[src/rtl/nvm_seq_pkg.sv]
// Shared types and control-byte bit positions for the NVM controller.
// Assumes an 8-bit control register.
package nvm_seq_pkg;
    typedef enum logic [1:0] {
        SPACE_DATA = 2'd0,
        SPACE_PROG = 2'd1,
        SPACE_CFG  = 2'd2
    } nvm_space_e;

    typedef enum logic [1:0] {
        KEY_IDLE  = 2'd0,
        KEY_HALF  = 2'd1,
        KEY_ARMED = 2'd2
    } key_state_e;

    localparam int unsigned B_RD    = 0;
    localparam int unsigned B_WR    = 1;
    localparam int unsigned B_WEN   = 2;
    localparam int unsigned B_ERR   = 3;
    localparam int unsigned B_ERASE = 4;
    localparam int unsigned B_FLAG  = 5;
    localparam int unsigned B_CFG   = 6;
    localparam int unsigned B_PROG  = 7;
endpackage

[src/rtl/nvm_key_fsm.sv]
// Unlock key tracker: arms after KEY1 then KEY2 written to the key address
// with no other bus access between them or before the next access.
// Assumes acc is high for every bus read or write cycle.
module nvm_key_fsm
    import nvm_seq_pkg::*;
#(
    parameter logic [7:0] KEY1 = 8'h55,
    parameter logic [7:0] KEY2 = 8'hAA
) (
    input  logic       clk,
    input  logic       rst_n,
    input  logic       acc,
    input  logic       key_we,
    input  logic [7:0] wdata,
    output logic       armed
);
    key_state_e st;

    // Advance the key state on every access; anything unexpected drops it.
    always_ff @(posedge clk) begin
        if (!rst_n) begin
            st <= KEY_IDLE;
        end else if (acc) begin
            if (key_we && wdata == KEY1)
                st <= KEY_HALF;
            else if (st == KEY_HALF && key_we && wdata == KEY2)
                st <= KEY_ARMED;
            else
                st <= KEY_IDLE;
        end
    end

    assign armed = (st == KEY_ARMED);

    // arming only follows a KEY2 write to the key address
    p_arm_after_key_r3: assert property (@(posedge clk) disable iff (!rst_n)
        $rose(armed) |-> $past(key_we && wdata == KEY2));
endmodule

[src/rtl/nvm_ctl_reg.sv]
// Control register and operation sequencer: holds selection, enable, flag
// and error bits, accepts set-only start bits and clears them on mem_done.
// Assumes one operation at a time and a single-cycle mem_done pulse.
module nvm_ctl_reg
    import nvm_seq_pkg::*;
(
    input  logic       clk,
    input  logic       rst_n,
    input  logic       por_n,
    input  logic       ctrl_we,
    input  logic [7:0] wdata,
    input  logic       armed,
    input  logic       mem_busy,
    input  logic       mem_done,
    output logic [7:0] ctrl_q,
    output logic       rd_go,
    output logic       wr_go,
    output logic       erase_en,
    output logic [1:0] space
);
    logic sel_prog, sel_cfg, wen, werr, flag;
    logic idle, wr_start, rd_start;

    // Starts need a quiet block and a quiet macro.
    assign idle     = !wr_go && !rd_go && !mem_busy;
    assign wr_start = ctrl_we && wdata[B_WR] && wen && armed && idle;
    assign rd_start = ctrl_we && wdata[B_RD] && !wdata[B_PROG] && idle && !wr_start;

    // Register update: reset split by cause, then software and hardware events.
    always_ff @(posedge clk) begin
        if (!rst_n) begin
            sel_prog <= 1'b0;
            sel_cfg  <= 1'b0;
            erase_en <= 1'b0;
            wen      <= 1'b0;
            flag     <= 1'b0;
            wr_go    <= 1'b0;
            rd_go    <= 1'b0;
            werr     <= por_n & (werr | wr_go);
        end else begin
            if (ctrl_we && !wr_go) begin
                sel_prog <= wdata[B_PROG];
                sel_cfg  <= wdata[B_CFG];
                erase_en <= wdata[B_ERASE];
            end
            if (ctrl_we)
                wen <= wdata[B_WEN];
            if (ctrl_we && !wdata[B_ERR])
                werr <= 1'b0;
            if (wr_go && mem_done)
                flag <= 1'b1;
            else if (ctrl_we && !wdata[B_FLAG])
                flag <= 1'b0;
            if (wr_go && mem_done)
                wr_go <= 1'b0;
            else if (wr_start)
                wr_go <= 1'b1;
            if (rd_go && mem_done)
                rd_go <= 1'b0;
            else if (rd_start)
                rd_go <= 1'b1;
        end
    end

    // Target space: configuration overrides the program/data choice.
    always_comb begin
        if (sel_cfg)
            space = SPACE_CFG;
        else if (sel_prog)
            space = SPACE_PROG;
        else
            space = SPACE_DATA;
    end

    // Readback byte in the fixed bit layout.
    always_comb begin
        ctrl_q         = 8'h00;
        ctrl_q[B_PROG] = sel_prog;
        ctrl_q[B_CFG]  = sel_cfg;
        ctrl_q[B_FLAG] = flag;
        ctrl_q[B_ERASE]= erase_en;
        ctrl_q[B_ERR]  = werr;
        ctrl_q[B_WEN]  = wen;
        ctrl_q[B_WR]   = wr_go;
        ctrl_q[B_RD]   = rd_go;
    end

    // a write start needs the armed key in the cycle before
    p_wr_needs_key_r3: assert property (@(posedge clk) disable iff (!rst_n)
        $rose(wr_go) |-> $past(armed && wen));
    // a read never starts with program memory selected
    p_rd_not_prog_r7: assert property (@(posedge clk) disable iff (!rst_n)
        $rose(rd_go) |-> !sel_prog);
    // selection bits frozen while a write stays pending
    p_sel_frozen_r8: assert property (@(posedge clk) disable iff (!rst_n)
        (wr_go && $past(wr_go)) |-> $stable({sel_prog, sel_cfg, erase_en}));
    // the write start only falls on completion
    p_wr_clear_done_r6: assert property (@(posedge clk) disable iff (!rst_n)
        ($past(rst_n) && $fell(wr_go)) |-> $past(mem_done));
    // completion of a write raises the flag
    p_flag_on_done_r10: assert property (@(posedge clk) disable iff (!rst_n)
        ($past(rst_n) && $past(wr_go && mem_done)) |-> flag);
    // no start while the macro is busy
    p_busy_blocks_r12: assert property (@(posedge clk) disable iff (!rst_n)
        ($past(rst_n) && $rose(wr_go | rd_go)) |-> !$past(mem_busy));
endmodule

[src/rtl/nvm_seq_ctrl.sv]
// Top of the NVM write-erase controller: decodes the two bus addresses,
// returns readback data and drives the memory-macro control levels.
// Assumes single-cycle bus accesses with combinational read data.
module nvm_seq_ctrl
    import nvm_seq_pkg::*;
#(
    parameter int unsigned ADDR_W    = 4,
    parameter int unsigned CTRL_ADDR = 0,
    parameter int unsigned KEY_ADDR  = 1,
    parameter logic [7:0]  KEY1      = 8'h55,
    parameter logic [7:0]  KEY2      = 8'hAA
) (
    input  logic              clk,
    input  logic              rst_n,
    input  logic              por_n,
    input  logic [ADDR_W-1:0] bus_addr,
    input  logic              bus_we,
    input  logic              bus_re,
    input  logic [7:0]        bus_wdata,
    output logic [7:0]        bus_rdata,
    input  logic              mem_busy,
    input  logic              mem_done,
    output logic              mem_req,
    output logic [1:0]        mem_space,
    output logic              mem_read,
    output logic              mem_write,
    output logic              mem_erase,
    output logic              irq_done
);
    localparam logic [ADDR_W-1:0] CTRL_A = ADDR_W'(CTRL_ADDR);
    localparam logic [ADDR_W-1:0] KEY_A  = ADDR_W'(KEY_ADDR);

    logic       ctrl_sel, key_sel, armed;
    logic       rd_go, wr_go, erase_en;
    logic [7:0] ctrl_q;

    assign ctrl_sel = (bus_addr == CTRL_A);
    assign key_sel  = (bus_addr == KEY_A);

    nvm_key_fsm #(.KEY1(KEY1), .KEY2(KEY2)) u_key (
        .clk    (clk),
        .rst_n  (rst_n),
        .acc    (bus_we | bus_re),
        .key_we (bus_we & key_sel),
        .wdata  (bus_wdata),
        .armed  (armed)
    );

    nvm_ctl_reg u_ctl (
        .clk      (clk),
        .rst_n    (rst_n),
        .por_n    (por_n),
        .ctrl_we  (bus_we & ctrl_sel),
        .wdata    (bus_wdata),
        .armed    (armed),
        .mem_busy (mem_busy),
        .mem_done (mem_done),
        .ctrl_q   (ctrl_q),
        .rd_go    (rd_go),
        .wr_go    (wr_go),
        .erase_en (erase_en),
        .space    (mem_space)
    );

    // Read mux: only the control address returns stored bits.
    assign bus_rdata = ctrl_sel ? ctrl_q : 8'h00;

    // Macro levels follow the pending start bits.
    assign mem_req   = rd_go | wr_go;
    assign mem_read  = rd_go;
    assign mem_write = wr_go & ~erase_en;
    assign mem_erase = wr_go & erase_en;
    assign irq_done  = ctrl_q[B_FLAG];

    // write and erase levels never overlap
    p_op_exclusive_r5: assert property (@(posedge clk) disable iff (!rst_n)
        $onehot0({mem_read, mem_write, mem_erase}));
    // the key address never returns data
    p_key_reads_zero_r9: assert property (@(posedge clk) disable iff (!rst_n)
        (bus_re && key_sel) |-> (bus_rdata == 8'h00));
endmodule

[config.mk]
export PLATFORM = sky130hd
export DESIGN_NAME = nvm_seq_ctrl
export DESIGN_NICKNAME = d
export VERILOG_FILES = /design/src/rtl/nvm_seq_pkg.sv /design/src/rtl/nvm_key_fsm.sv /design/src/rtl/nvm_ctl_reg.sv /design/src/rtl/nvm_seq_ctrl.sv
export SDC_FILE = /design/constraint.sdc
export NUM_CORES = 1
export LEC_CHECK = 0
export ABC_CLOCK_PERIOD_IN_PS = 1950
export BUFFER_PORTS_ARGS = -buffer_cell sky130_fd_sc_hd__buf_2
export CORE_MARGIN = 1
export CORE_UTILIZATION = 30
export DETAILED_ROUTE_END_ITERATION = 16
export GPL_TIMING_DRIVEN = 0
export MAX_ROUTING_LAYER = met4
export PLACE_DENSITY = 0.64
export SLEW_MARGIN = 20
export SYNTH_ARGS = -nofsm -noshare
export SYNTH_HDL_FRONTEND = slang
export SYNTH_SLANG_ARGS = --single-unit
[constraint.sdc]
create_clock -name clk -period 1.95 [get_ports clk]
set_clock_uncertainty 0.05 [all_clocks]
set_input_delay 0.39 -clock clk [delete_from_list [all_inputs] [get_ports clk]]
set_output_delay 0.39 -clock clk [all_outputs]
set_load 0.01 [all_outputs]
======== Word-level counts from Yosys, hierarchy flattened ========
Cells that the tools add are included.
cells by class
  equality and inequality tests ........... 6
  mux-type cells .......................... 9
  reductions and logical operators ........ 29
  bitwise gates (word level) .............. 10
operator list
  cell                                                    number
  logical AND 1 bit                                       18
  equality test 8 x 7 -> 1 bit (second input constant)    1
  equality test 8 bit (second input constant)             1
  two-way mux 8 bit                                       1
  zero test 1 bit                                         7
  two-way mux 2 bit                                       3
  bitwise AND 1 bit                                       5
  two-way mux 1 bit                                       5
  equality test 4 x 1 -> 1 bit (second input constant)    1
  zero test 4 bit                                         1
  OR reduction 2 bit                                      2
  bitwise OR 1 bit                                        3
  equality test 2 x 1 -> 1 bit (second input constant)    1
  equality test 2 bit (second input constant)             1
  inequality test 2 x 1 -> 1 bit (second input constant)  1
  inverter 1 bit                                          2
  nonzero test 2 bit                                      1
storage, ports and cells
  register bits after elaboration ......... 10
  logic and storage cells ................. 63
  output and inout bits ................... 15
  input bits .............................. 19

======== Longest topological paths before layout ========
Gate-level depths: netlist of the first run.
  word-level depth ........................ 8
  mapped depth ............................ 4
  mapped depth without buffers ............ 3

======== By module ========
From an unflattened synthesis of the first run, not the netlist that was laid out.
second synthesis, totals
  cell total of the unflattened synthesis .. 77
  area total of the unflattened synthesis .. 721.9 µm²
by module, submodules not included
  module        area each (µm²)  seq. area each (µm²)  times used  cells each
  nvm_ctl_reg   454.2            170.2                 1           45
  nvm_key_fsm   146.4            40.0                  1           15
  nvm_seq_ctrl  121.4            0.0                   1           17

======== Worst setup path before layout of the first run ========
No wires, ideal clock.
  path type ............................... input port to output port
  start point ............................. input bus_addr[0]
  end point ............................... output bus_rdata[0]
  stages on the path ...................... 3
  data required time ...................... 1.510 ns
  buffers on the path ..................... 1
  slack ................................... 0.169 ns
  data arrival time ....................... 1.341 ns
  path through ............................ clkbuf_2 -> nor4_1 -> and2_1
on the way
  longest elaborated chain between the ends .. 2
ends and longest elaborated chain
  what                line                source
  start: declaration  nvm_seq_ctrl.sv:16  input logic [ADDR_W-1:0] bus_addr,
  zero test 4 bit     nvm_seq_ctrl.sv:37  assign ctrl_sel = (bus_addr == CTRL_A);
  two-way mux 8 bit   nvm_seq_ctrl.sv:66  assign bus_rdata = ctrl_sel ? ctrl_q : 8'h00;
  end: declaration    nvm_seq_ctrl.sv:20  output logic [7:0] bus_rdata,
Every way passes these cells.

======== Worst setup path in the final report of the first run ========
  start point ............................. input bus_addr[0]
  end point ............................... output bus_rdata[7]
The elaborated chain is that of the path after synthesis.

==> summary.md, run 1 <==
| Metric | Value |
|---|---|
| Drt pass-1 iters | 4 |
| Slew margin rel. | 0.732 |
| GRT Total Usage | 0.150 |
| WP data arrival | 1350 ps |
| Share of cells above drive strength 1 | 0.412 |
| Clk_lat worst skew | ~270 ps |
| # rows | 15 |
| Synthesized cell area | ~600 sq um |
| Largest net degree at the start of global routing | 11 |
| Fin area | 832 sq um |
| Sequential share of the synthesized area | 0.351 |
| CP startpoint kind | primary input |
| ANT nets after route | 0 |
| Die Height | 46.7 um |
| Post-layout nets | between 100 and 150 |
| Synthesis-stage register bit count | 10 |
| Syn nets | 85 |
| Synth Area per Inst | roughly 9.1 sq um |
| Vias in the first global route | ~540 |
| Overflow after GRT | 0 |
| CTS Buf Count | 3 |
| Area Growth Syn to Fin | 38.8% |
| CP startpoint | bus_addr[0] |
| Cell count after synthesis | 66 |
| Synth cell types | 29 |
| Layout Utilization | 0.462 |
| Initial antenna violation count | 0 |
| CTS tree | yes |
| Port Buffers | 32 |
| Clock Tree Buf Depth | 2 |
| Fin crit share | 0.919 |
| RSZ-0062 raised after global routing | no |
| Post-DP HPWL | 1180 um |
| Clock period minus worst slack | between 1500 and 2000 ps |
| Peak Freq | 0.558 GHz |
| Post-synth EDFFs | 1 |
| CORE AREA | roughly 0.0018 sq mm |
| Gpl congestion | 0.761 |
| Drt wl/cell | 11.5 um |
| CTS clk-pin slew, worst paths | 70 ps |
| DIE AREA | 0.00218 sq mm |
| Vias per Instance | 4.79 |
| Worst path required time | 1510 ps |
| Min-delay src | mem_done |
| Hold Violations, Final | 0 |
| Leak Pwr | 0.385 nW |
| Top_reg_cell synth | dfxtp_1 |
| Starting Density | 0.333 |
| Status | completed |
| Most common cell after layout, fill and taps aside | buf_2 |
| Vias | 608 |
| CTS HTree Levels | 1 |
| Final number of setup-violating endpoints | 0 |
| Max-Cap Viols | 0 |
| Yosys Warn Count | 0 |
| Most frequent cells in the layout | 32 x buf_2, 9 x and2_1, 9 x nand2_1, 9 x dfxtp_1, 4 x nor2b_1 |
| Fin. max-slew vios | 0 |
| Final wirelength | between 1000 and 1500 um |
| I/O pin count | 34 |
| Tightest Pin Transition | about 400 ps |
| Sink Count | 10 |
| Critical path class | in -> out |
| Worst min-delay path category | in -> reg |
| Area after DPL | between 700 and 800 sq um |
| Iteration-0 DRC Markers | 14 |
| # DRC | 0 |
| Ys async rst share | 0 |
| Die Span X | 46.7 um |
| First-pass GRT wire length | 2280 um |
| Worst reg2reg path startpoint | u_ctl.wr_go |
| Endpoint class of the critical path | primary output |
| VDD IR max | 0.245 mV |
| Clock root cell | clkbuf_4 |
| Power Density | 503 mW/mm^2 |
| # diodes | 0 |
| Critical Path Fanout Max | 8 |
| Fill cells | 198 |
==> synthesized netlist by cell type (all sizes together), types with 2 or more instances <==
library cell / instances / area (sq um)
nor4b: 2 / 17.5
mux2i: 3 / 30.0
nor4: 2 / 27.5
nand2: 9 / 33.8
nor3b: 2 / 15.0
clkbuf: 2 / 8.75
and2: 9 / 56.3
o31ai: 3 / 22.5
and4b: 2 / 20.0
a22o: 2 / 17.5
nor2b: 4 / 25.0
o21ai: 2 / 10.0
a21oi: 2 / 10.0
dfxtp: 9 / 180
==> flip-flops by register name, indices dropped and copies added, names as in the netlist <==
name and count:
u_ctl.wr_go 1, u_ctl.rd_go 1, u_ctl.erase_en 1, u_ctl.werr 1
u_ctl.wen 1, u_key.st 2, u_ctl.sel_prog 1, u_ctl.flag 1
u_ctl.sel_cfg 1
==> power breakdown <==
| part | internal, W | switching [W] | total (W) |
|---|---|---|---|
| Sequential | 0.000210 | 0.00000125 | 0.000211 |
| Clock | 0.0000791 | 0.0000735 | 0.000153 |
| Combinational | 0.0000245 | 0.0000304 | 0.0000549 |
| Total | 0.000313 | 0.000105 | 0.000418 |
==> metrics by stage <==
| step | hold WS, ps | cells | worst slack, ps | TNS, ps | power (W) |
|---|---|---|---|---|---|
| final | 341 | 127 | 158 | 0 | 0.000418 |
| after global routing | 340 | 127 | 64.1 | 0 | 0.000432 |
| after CTS | 337 | 127 | 138 | 0 | 0.000419 |
| after detailed placement | 409 | 123 | -334 | -2590 | 0.000268 |
| after global placement | 399 | 123 | -279 | -2180 | 0.000266 |
| after floorplan | 383 | 66 | 169 | 0 | 0.000239 |
==> cells by family (layout without fill, tap and decap cells) <==
| kind of cell | count (synthesis) | count (layout) | synth area share |
|---|---|---|---|
| AND/OR/NAND/NOR | 39 | 39 | 0.449 |
| multiplexers | 3 | 3 | 0.0501 |
| flip-flops | 10 | 10 | 0.351 |
| buffers and inverters | 4 | 40 | 0.0334 |
| AO/OA/AOI/OAI | 10 | 10 | 0.117 |
==> what timing repair did <==
action | in CTS | in global routing
gates resized for setup | 2 | 0
endpoints found under the setup margin | 8 | 0
hold buffers | 0 | 0
buffers inserted | 0 | 0
==> path summary, 6_finish.rpt <==
path / end / cells after the start / slack (ps)
max: bus_rdata[7] / 4 / 160
max reg2reg: u_ctl.rd_go / 3 / 660
min reg2reg: u_ctl.sel_prog / 2 / 410
min: u_ctl.flag / 3 / 340
==> area by class of cell <==
cell class	count	area (sq um)	share of cell area
Tap cell	25	31.3	0.0376
Clock buffer	4	26.3	0.0316
Buffer	3	16.3	0.0195
Timing Repair Buffer	32	160	0.192
Multi-Input combinational cell	52	384	0.462
Sequential cell	10	210	0.253
Inverter	1	3.75	0.00451
==> worst max-delay path: stages <==
cell and delay, ps:
clkbuf_2 200, nor4_4 450, and2_1 190, buf_2 120
==> per-layer routing <==
| metal | wire (um) | GRT usage | up-vias |
|---|---|---|---|
| met4 | 17 | 0.0514 | 0 |
| met2 | 716 | 0.250 | 26 |
| met1 | 661 | 0.188 | 270 |
| met3 | 65 | 0.0118 | 2 |
| li1 | - | - | 310 |
| met5 | 0 | - | - |
Power figures use the tool's default switching activity.
==> run 2: changes to the inputs <==
CAP_MARGIN = 20   (was default)
PLACE_DENSITY = default   (was 0.64)
==> summary.md, run 2 (synthesis gave the netlist of run 1 again) <==
| Metric | Value |
|---|---|
| Fin area | 842 sq um (+1.2%) |
| Final number of setup-violating endpoints | 0 (unchanged) |
| CTS tree | yes |
| Area Growth Syn to Fin | 40.5% |
| DIE AREA | 0.00218 sq mm (unchanged) |
| Hold WS | 325 ps (-15.8 ps) |
| Status | completed |
| Gpl congestion | 0.724 (-4.8%) |
| # rows | 15 (unchanged) |
| Slowest stage delay, CP | 450 ps (about the same) |
| Post-layout nets | 122 (unchanged) |
| RSZ-0062 raised after global routing | no |
| First-pass GRT wire length | 2140 um (-6.1%) |
| Vias per Instance | 4.72 (-1.5%) |
| CP Cell Sequence | clkbuf_2, nor4_4, and2_1, buf_2 |
| Drt pass-1 iters | 4 (unchanged) |
| CTS clk-pin slew, worst paths | 70 ps (about the same) |
| CTS Buf Count | 3 (unchanged) |
| Tot Pwr | 0.000455 W (+8.6%) |
| Clock Tree Buf Depth | 2 (unchanged) |
| Share of cells above drive strength 1 | 0.422 (+0.00980) |
| Max-Cap Viols | 0 (unchanged) |
| Endpoint class of the critical path | primary output |
| Overflow after GRT | 0 (unchanged) |
| Critical Path Fanout Max | 8 (unchanged) |
| Tightest Pin Transition | 402 ps (+3.01 ps) |
| Worst min-delay path category | in -> reg |
| Clock root cell | clkbuf_4 |
| Iteration-0 DRC Markers | 8 (-6) |
| Clock period minus worst slack | 1780 ps (-8.74 ps) |
| Fin crit share | 0.915 (-0.00448) |
| Vias | 599 (-1.5%) |
| Vias in the first global route | 483 (-10%) |
| Slowest stage cell, crit path | nor4_4 |
| Drt wl/cell | 11.3 um (-1.7%) |
| Most frequent cells in the layout | 32 x buf_2, 9 x and2_1, 9 x nand2_1, 9 x dfxtp_1, 4 x nor2b_1 |
| Peak Freq | 0.561 GHz (+0.49%) |
| Largest net degree at the start of global routing | 11 (unchanged) |
| CP startpoint kind | primary input |
| Clk_lat worst skew | 270 ps (about the same) |
| # diodes | 0 (unchanged) |
| Initial antenna violation count | 0 (unchanged) |
| Slew margin rel. | 0.730 (-0.00202) |
| Die Height | 46.7 um (unchanged) |
| WP data arrival | 1340 ps (about the same) |
| Fin. max-slew vios | 0 (unchanged) |
| Port Buffers | 32 (unchanged) |
| Top reg by flops | u_key.st |
| Area after DPL | 791 sq um (unchanged) |
| Power Density | 540 mW/mm^2 (+7.3%) |
| Final wirelength | 1440 um (-1.7%) |
| Leak Pwr | 0.391 nW (+1.6%) |
| CTS HTree Levels | 1 (unchanged) |
| Worst path required time | 1510 ps (about the same) |
| VDD IR max | 0.318 mV (+30%) |
| Hold Violations, Final | 0 (unchanged) |
| Most common cell after layout, fill and taps aside | buf_2 |
| Fin Setup TNS | 0 ps (unchanged) |
| Critical path class | in -> out |
| Die Span X | 46.7 um (unchanged) |
| Sink Count | 10 (unchanged) |
| GRT Total Usage | 0.156 (+0.00658) |
| Starting Density | 0.333 (unchanged) |
| Setup bufs post-CTS | 0 (unchanged) |
| Number of flip-flops in the largest register | 2 (unchanged) |
| ANT nets after route | 0 (unchanged) |
| CORE AREA | 0.00180 sq mm (unchanged) |
| # DRC | 0 (unchanged) |
| I/O pin count | 34 (unchanged) |
run 2: cell types whose count changed in the layout (fill, tap and decap cells not counted):
cell / before / now
clkbuf_8: 0 / 1
clkbuf_1: 2 / 1
run 2: path summary, 6_finish.rpt:
path | depth (start not counted) | slack, ps | from | endpoint
min | 3 | 330 | mem_done | u_ctl.flag
max reg2reg | 3 | 670 | u_ctl.wr_go | u_ctl.rd_go
min reg2reg | 1 | 420 | u_key.st[1] | u_key.st[1]
max | 4 | 170 | bus_addr[0] | bus_rdata[3]
run 2: timing repair:
item / 4_1_cts / 5_1_grt
gates resized for setup: 2 / 0
setup endpoints to repair: 8 / 0
hold buffers: 0 / 0
run 2: area by class of cell:
type | count | area (sq um)
Fill cell | 193 | 960
Inverter | 1 | 3.75
Clock buffer | 4 | 36.3
Tap cell | 25 | 31.3
Buffer | 3 | 16.3
Timing Repair Buffer | 32 | 160
Sequential cell | 10 | 210
Multi-Input combinational cell | 52 | 384
run 2: worst max-delay path, delay by kind of cell:
family / cells / cell delay [ps]
buffers and inverters: 2 / 310
AND/OR/NAND/NOR: 2 / 640
run 2: per-layer routing:
metal,track usage,wire length [um]
met5,-,0
met4,0.0857,29
met3,0.0706,78
met2,0.242,689
met1,0.165,638
run 2: stage by stage:
step | cells | worst slack [ps] | util
after global placement | 123 | -369 | 0.439
after global routing | 127 | 48.7 | 0.467
after detailed placement | 123 | -397 | 0.439
after floorplan | 66 | 169 | -
final | 127 | 167 | 0.467
after CTS | 127 | 116 | 0.467
run 2: where the power goes:
group	leakage [nW]	switching, W	internal (W)
logic	0.287	0.0000299	0.0000245
clock network	0.0210	0.0000755	0.000114
registers	0.0829	0.00000135	0.000210
total	0.391	0.000107	0.000348
